`src/rtl/irqm_pkg.sv`:
```
package irqm_pkg;

  typedef enum logic [1:0] {
    REG_STATUS = 2'd0,
    REG_MASK   = 2'd1,
    REG_SETEN  = 2'd2,
    REG_CLREN  = 2'd3
  } reg_sel_e;

  // Bit position of source index i in a word of width w with n sources:
  // the last source sits at the top bit, the others pack from bit 0.
  function automatic int src_pos(int i, int w, int n);
    return (i == n - 1) ? (w - 1) : i;
  endfunction

  // Word with a 1 at every source position.
  function automatic logic [63:0] src_bits(int w, int n);
    logic [63:0] v;
    v = '0;
    for (int i = 0; i < n; i++) v[src_pos(i, w, n)] = 1'b1;
    return v;
  endfunction

endpackage

```
`src/rtl/irqm_status_bank.sv`:
```
module irqm_status_bank #(
  parameter int NUM_SRC = 6
) (
  input  logic               clk,
  input  logic               rst,
  input  logic [NUM_SRC-1:0] evt_set,
  input  logic [NUM_SRC-1:0] evt_clr,
  input  logic [NUM_SRC-1:0] sw_clr,
  output logic [NUM_SRC-1:0] stat_d,
  output logic [NUM_SRC-1:0] stat_q
);

  for (genvar i = 0; i < NUM_SRC; i++) begin : g_bit
    // Set wins over both clear paths.
    assign stat_d[i] = evt_set[i] | (stat_q[i] & ~evt_clr[i] & ~sw_clr[i]);

    always_ff @(posedge clk) begin
      if (rst) stat_q[i] <= 1'b0;
      else     stat_q[i] <= stat_d[i];
    end

    // a set strobe always leaves the bit raised
    a_r4_set_wins: assert property (@(posedge clk) disable iff (rst)
      evt_set[i] |=> stat_q[i]);

    // a clear from either path without a set lowers the bit
    a_r5_clear_lowers: assert property (@(posedge clk) disable iff (rst)
      ((evt_clr[i] || sw_clr[i]) && !evt_set[i]) |=> !stat_q[i]);
  end

endmodule

```
`src/rtl/irqm_mask_bank.sv`:
```
module irqm_mask_bank #(
  parameter int               NUM_SRC = 6,
  parameter logic [NUM_SRC-1:0] RST_VAL = '1
) (
  input  logic               clk,
  input  logic               rst,
  input  logic [NUM_SRC-1:0] en_bits,
  input  logic [NUM_SRC-1:0] dis_bits,
  output logic [NUM_SRC-1:0] mask_d,
  output logic [NUM_SRC-1:0] mask_q
);

  for (genvar i = 0; i < NUM_SRC; i++) begin : g_bit
    assign mask_d[i] = en_bits[i] | (mask_q[i] & ~dis_bits[i]);

    always_ff @(posedge clk) begin
      if (rst) mask_q[i] <= RST_VAL[i];
      else     mask_q[i] <= mask_d[i];
    end
  end

  // without an alias write the mask holds
  a_r6_mask_holds: assert property (@(posedge clk) disable iff (rst)
    (en_bits == '0 && dis_bits == '0) |=> $stable(mask_q));

  // enabled bits are present afterwards
  a_r7_enable_or: assert property (@(posedge clk) disable iff (rst)
    (en_bits != '0) |=> ((mask_q & $past(en_bits)) == $past(en_bits)));

  // disabled bits are gone afterwards
  a_r8_disable_clear: assert property (@(posedge clk) disable iff (rst)
    (dis_bits != '0 && en_bits == '0) |=> ((mask_q & $past(dis_bits)) == '0));

endmodule

```
`src/rtl/irqm_readback.sv`:
```
module irqm_readback #(
  parameter int DATA_W = 32
) (
  input  logic                 clk,
  input  logic                 rst,
  input  logic                 rd_en,
  input  irqm_pkg::reg_sel_e   rd_sel,
  input  logic [DATA_W-1:0]    stat_word,
  input  logic [DATA_W-1:0]    mask_word,
  output logic [DATA_W-1:0]    rd_data
);
  import irqm_pkg::*;

  logic [DATA_W-1:0] sel_word;

  always_comb begin
    unique case (rd_sel)
      REG_STATUS: sel_word = stat_word;
      REG_MASK:   sel_word = mask_word;
      default:    sel_word = '0;
    endcase
  end

  always_ff @(posedge clk) begin
    if (rst)        rd_data <= '0;
    else if (rd_en) rd_data <= sel_word;
  end

  // data holds between reads
  a_r12_hold: assert property (@(posedge clk) disable iff (rst)
    !rd_en |=> $stable(rd_data));

  // alias reads return zero
  a_r9_alias_zero: assert property (@(posedge clk) disable iff (rst)
    (rd_en && (rd_sel == REG_SETEN || rd_sel == REG_CLREN)) |=> (rd_data == '0));

endmodule

```
`src/rtl/irq_mask_ctrl.sv`:
```
module irq_mask_ctrl #(
  parameter int DATA_W  = 32,
  parameter int NUM_SRC = 6,
  parameter int ADDR_W  = 2
) (
  input  logic              clk,
  input  logic              rst,
  input  logic              wr_en,
  input  logic [ADDR_W-1:0] wr_addr,
  input  logic [DATA_W-1:0] wr_data,
  input  logic              rd_en,
  input  logic [ADDR_W-1:0] rd_addr,
  output logic [DATA_W-1:0] rd_data,
  input  logic [NUM_SRC-1:0] evt_set,
  input  logic [NUM_SRC-1:0] evt_clr,
  output logic              irq
);
  import irqm_pkg::*;

  localparam logic [DATA_W-1:0] VALID = DATA_W'(src_bits(DATA_W, NUM_SRC));

  reg_sel_e wr_sel, rd_sel;
  assign wr_sel = reg_sel_e'(wr_addr[1:0]);
  assign rd_sel = reg_sel_e'(rd_addr[1:0]);

  logic [NUM_SRC-1:0] wsrc, sw_clr, en_bits, dis_bits;
  logic [NUM_SRC-1:0] stat_d, stat_q, mask_d, mask_q;
  logic [DATA_W-1:0]  stat_word, mask_word;

  // Gather source bits from the written word, and spread state back out.
  always_comb begin
    stat_word = '0;
    mask_word = '0;
    for (int i = 0; i < NUM_SRC; i++) begin
      wsrc[i] = wr_data[src_pos(i, DATA_W, NUM_SRC)];
      stat_word[src_pos(i, DATA_W, NUM_SRC)] = stat_q[i];
      mask_word[src_pos(i, DATA_W, NUM_SRC)] = mask_q[i];
    end
  end

  assign sw_clr   = (wr_en && wr_sel == REG_STATUS) ? wsrc : '0;
  assign en_bits  = (wr_en && wr_sel == REG_SETEN)  ? wsrc : '0;
  assign dis_bits = (wr_en && wr_sel == REG_CLREN)  ? wsrc : '0;

  irqm_status_bank #(.NUM_SRC(NUM_SRC)) u_status (
    .clk(clk), .rst(rst), .evt_set(evt_set), .evt_clr(evt_clr),
    .sw_clr(sw_clr), .stat_d(stat_d), .stat_q(stat_q)
  );

  irqm_mask_bank #(.NUM_SRC(NUM_SRC), .RST_VAL('1)) u_mask (
    .clk(clk), .rst(rst), .en_bits(en_bits), .dis_bits(dis_bits),
    .mask_d(mask_d), .mask_q(mask_q)
  );

  irqm_readback #(.DATA_W(DATA_W)) u_rd (
    .clk(clk), .rst(rst), .rd_en(rd_en), .rd_sel(rd_sel),
    .stat_word(stat_word), .mask_word(mask_word), .rd_data(rd_data)
  );

  // Registered output built from next state, so it lands on the same edge.
  always_ff @(posedge clk) begin
    if (rst) irq <= 1'b0;
    else     irq <= |(stat_d & mask_d);
  end

  // output tracks the registered status and mask
  a_r10_irq_match: assert property (@(posedge clk) disable iff (rst)
    irq == |(stat_word & mask_word));

  // reserved bits never reach the read path
  a_r11_reserved_zero: assert property (@(posedge clk) disable iff (rst)
    ((rd_data & ~VALID) == '0));

endmodule

```
`config.mk`:
```
export PLATFORM = sky130hd
export DESIGN_NAME = irq_mask_ctrl
export DESIGN_NICKNAME = d
export VERILOG_FILES = /design/src/rtl/irqm_pkg.sv /design/src/rtl/irqm_status_bank.sv /design/src/rtl/irqm_mask_bank.sv /design/src/rtl/irqm_readback.sv /design/src/rtl/irq_mask_ctrl.sv
export SDC_FILE = /design/constraint.sdc
export NUM_CORES = 1
export LEC_CHECK = 0
export BUFFER_PORTS_ARGS = -buffer_cell sky130_fd_sc_hd__buf_4
export CAP_MARGIN = 0
export CELL_PAD_IN_SITES_DETAIL_PLACEMENT = 1
export CELL_PAD_IN_SITES_GLOBAL_PLACEMENT = 2
export CORE_MARGIN = 2
export CORE_UTILIZATION = 18
export DETAILED_ROUTE_END_ITERATION = 8
export PLACE_DENSITY_LB_ADDON = 0.12
export SLEW_MARGIN = 20
export SYNTH_ARGS = -nofsm -noshare
export SYNTH_HDL_FRONTEND = slang
export SYNTH_SLANG_ARGS = --single-unit
```
`constraint.sdc`:
```
create_clock -name clk -period 1.3 [get_ports clk]
set_input_delay 0.13 -clock clk [delete_from_list [all_inputs] [get_ports clk]]
set_output_delay 0.13 -clock clk [all_outputs]
set_load 0.01 [all_outputs]
```
==> results.json <==
{
  "finalClockSkew_ns": 0.004222,
  "synth_cell_types": 20,
  "synthFlopType": "dfxtp_1",
  "nets": 216,
  "p_per_area_nw_per_um2": 944.1,
  "grt_pass1_wl_um": 4278,
  "cts_setup_buffers": 0,
  "synth_top_area_cell": "dfxtp_1",
  "final_core_util": 0.2389,
  "dr_total_vias": 888,
  "yosysSeqAreaShare": 0.3498,
  "finalCriticalPeriod_ns": 1.165,
  "dr.pass1.iters": 4,
  "hold_violations": 0,
  "clockBufferDepth": 2,
  "grt_setup_unrepaired": "no",
  "grt_max_degree": 14,
  "area_growth_pct": 29.34,
  "die_h_um": 81.72,
  "ys_ff_latch": 19,
  "ant_nets": 0,
  "insertion_delay_ns": 0.26,
  "reg2reg_to": "irq",
  "hold_class": "primary input to flip-flop",
  "reg2reg_depth": 4,
  "core_area_sq_um": 5886,
  "crit_arrival_ns": 1.31,
  "synth_common_cells": "buf_4 (27), dfxtp_1 (19), nor2_1 (12)",
  "syn_area_sq_um": 1087,
  "grt_remaining_overflow": 0,
  "start_util": 0.1847,
  "ir_worst_vdd_uv": 474.9,
  "reg2reg_slack_ns": 0.17,
  "wirelength_um": 2834,
  "synth_warnings": 0,
  "drc": 0,
  "synth_area_leaders": "dfxtp_1 (35%), buf_4 (19%), nor2b_1 (6.3%)",
  "cts_resized": 0,
  "synth-async-reset-ratio": 0,
  "avgSynthCellArea_sq_um": 8.768,
  "drt_iter0_markers": 23,
  "cts_hold_buffers": 0,
  "cts_buffers": 3,
  "grt_usage": 0.08708,
  "fin_area_sq_um": 1406,
  "clk_root_buffer_cell": "clkbuf_8",
  "yosys.cell_count.top_type": "buf_4",
  "cap_viol_max_count": 0,
  "setup_viol": 0,
  "critPathLaunchType": "primary input",
  "min_path_cells": 3,
  "htreeDepth": 1,
  "p_leak_nw": 0.6650,
  "fp.dieW_um": 81.72,
  "drive_above_1_share": 0.3006,
  "clk_pin_slew_worst_paths_ns": 0.07,
  "diodes": 0,
  "antenna_found_initial": 0,
  "min_to": "u_status.stat_q[1]",
  "slew_violations": 0,
  "yosys.area.top_type_share": 0.3498,
  "critPathMaxFanout": 4,
  "grt_pass1_vias": 920,
  "status": "finished clean",
  "min_from": "evt_set[1]",
  "end_kind": "flip-flop",
  "synthCells": 124,
  "fmax_mhz": 858.5,
  "placed_area_sq_um": 1360,
  "io_pins": 85,
  "gp_congestion": 0.6763,
  "numPortBuffers": 32,
  "finalCritPeriodShare": 0.8960,
  "drt-vias-per-instance": 3.731,
  "die_area_sq_um": 6678,
  "cts_tree": "yes",
  "worst-endpoint-required_ns": 1.44,
  "nFillCells": 720,
  "post_drt_wl_per_cell_um": 11.91,
  "dpl.hpwl_um": 2275,
  "r2r-start": "u_status.stat_q[2]",
  "rows": 28,
  "crit_type": "primary input to flip-flop",
  "cts.sinks": 19,
  "synth_enable_flop_cells": 0
}
cells in the final DEF (no fill, tap or decap), types with 6 or more instances in the layout:
master	Yosys	routed
mux2i_1	6	6
mux2_1	6	6
conb_1	1	26
nand3_1	6	6
nand2_1	6	6
nor2_1	12	12
nor2b_1	11	11
a21oi_1	6	6
dfxtp_1	19	19
buf_4	27	40
registers in the layout, summed over array words and instances (netlist names):
name,cells
u_mask.mask_q,6
irq,1
u_rd.rd_data,6
u_status.stat_q,6
worst max-delay path by stage:
stage | from | slack (ns) | endpoint
6_report | wr_addr[0] | 0.14 | irq
5_1_grt | wr_addr[0] | 0.09 | irq
4_1_cts | wr_addr[0] | 0.12 | irq
3_5_place_dp | wr_addr[0] | -0.15 | irq
3_3_place_gp | wr_addr[0] | -0.15 | irq
2_1_floorplan | wr_addr[1] | 0.02 | irq
critical path, cell delays in order:
cell and delay, ns:
buf_4 0.13, or3b_4 0.44, o22ai_2 0.19, o22ai_1 0.12, o31a_1 0.30
cell families after synthesis:
| group | after synthesis | synth area share |
|---|---|---|
| muxes | 12 | 0.1174 |
| and+or+nand+nor | 42 | 0.2071 |
| buffers and inverters | 34 | 0.2175 |
| DFF | 19 | 0.3498 |
| other | 1 | 0.003449 |
| AOI/OAI and AO/OA | 16 | 0.1047 |
metal layers:
| metal | vias to the layer above | global-route usage | share of wire |
|---|---|---|---|
| met5 | - | 0 | 0 |
| met4 | 0 | 0.02000 | 0.0049 |
| met3 | 2 | 0.03077 | 0.058 |
| met2 | 27 | 0.1496 | 0.49 |
| met1 | 418 | 0.1037 | 0.45 |
| li1 | 441 | - | - |
layout make-up:
class                   count  area, sq um  area share
inverters                   4        15.01     0.01068
clock inverters             1        5.005    0.003559
repair buffers             40        300.3      0.2135
flip-flops and latches     19        380.4      0.2705
clock buffers               3        41.29     0.02936
well taps                  75        93.84     0.06673
multi-input cells          96        570.5      0.4057
per-stage QoR:
step | power, mW | worst slack (ns) | hold WS (ns) | setup TNS (ns) | cells
2_1_floorplan | 0.8444 | 0.01631 | 0.2024 | 0 | 149
3_5_place_dp | 0.9214 | -0.1486 | 0.3695 | -0.1486 | 234
6_report | 1.328 | 0.1352 | 0.1020 | 0 | 238
5_1_grt | 1.407 | 0.09186 | 0.1269 | 0 | 238
4_1_cts | 1.347 | 0.1198 | 0.1021 | 0 | 238
3_3_place_gp | 0.9189 | -0.1523 | 0.3696 | -0.1523 | 234
report_power, final:
part / total (mW) / leakage, nW / internal, mW / switching (mW)
clock network: 0.423 / 0.0255 / 0.213 / 0.209
registers: 0.626 / 0.157 / 0.612 / 0.0140
logic: 0.279 / 0.483 / 0.136 / 0.143
total: 1.33 / 0.665 / 0.961 / 0.366
Power figures use the tool's default switching activity.
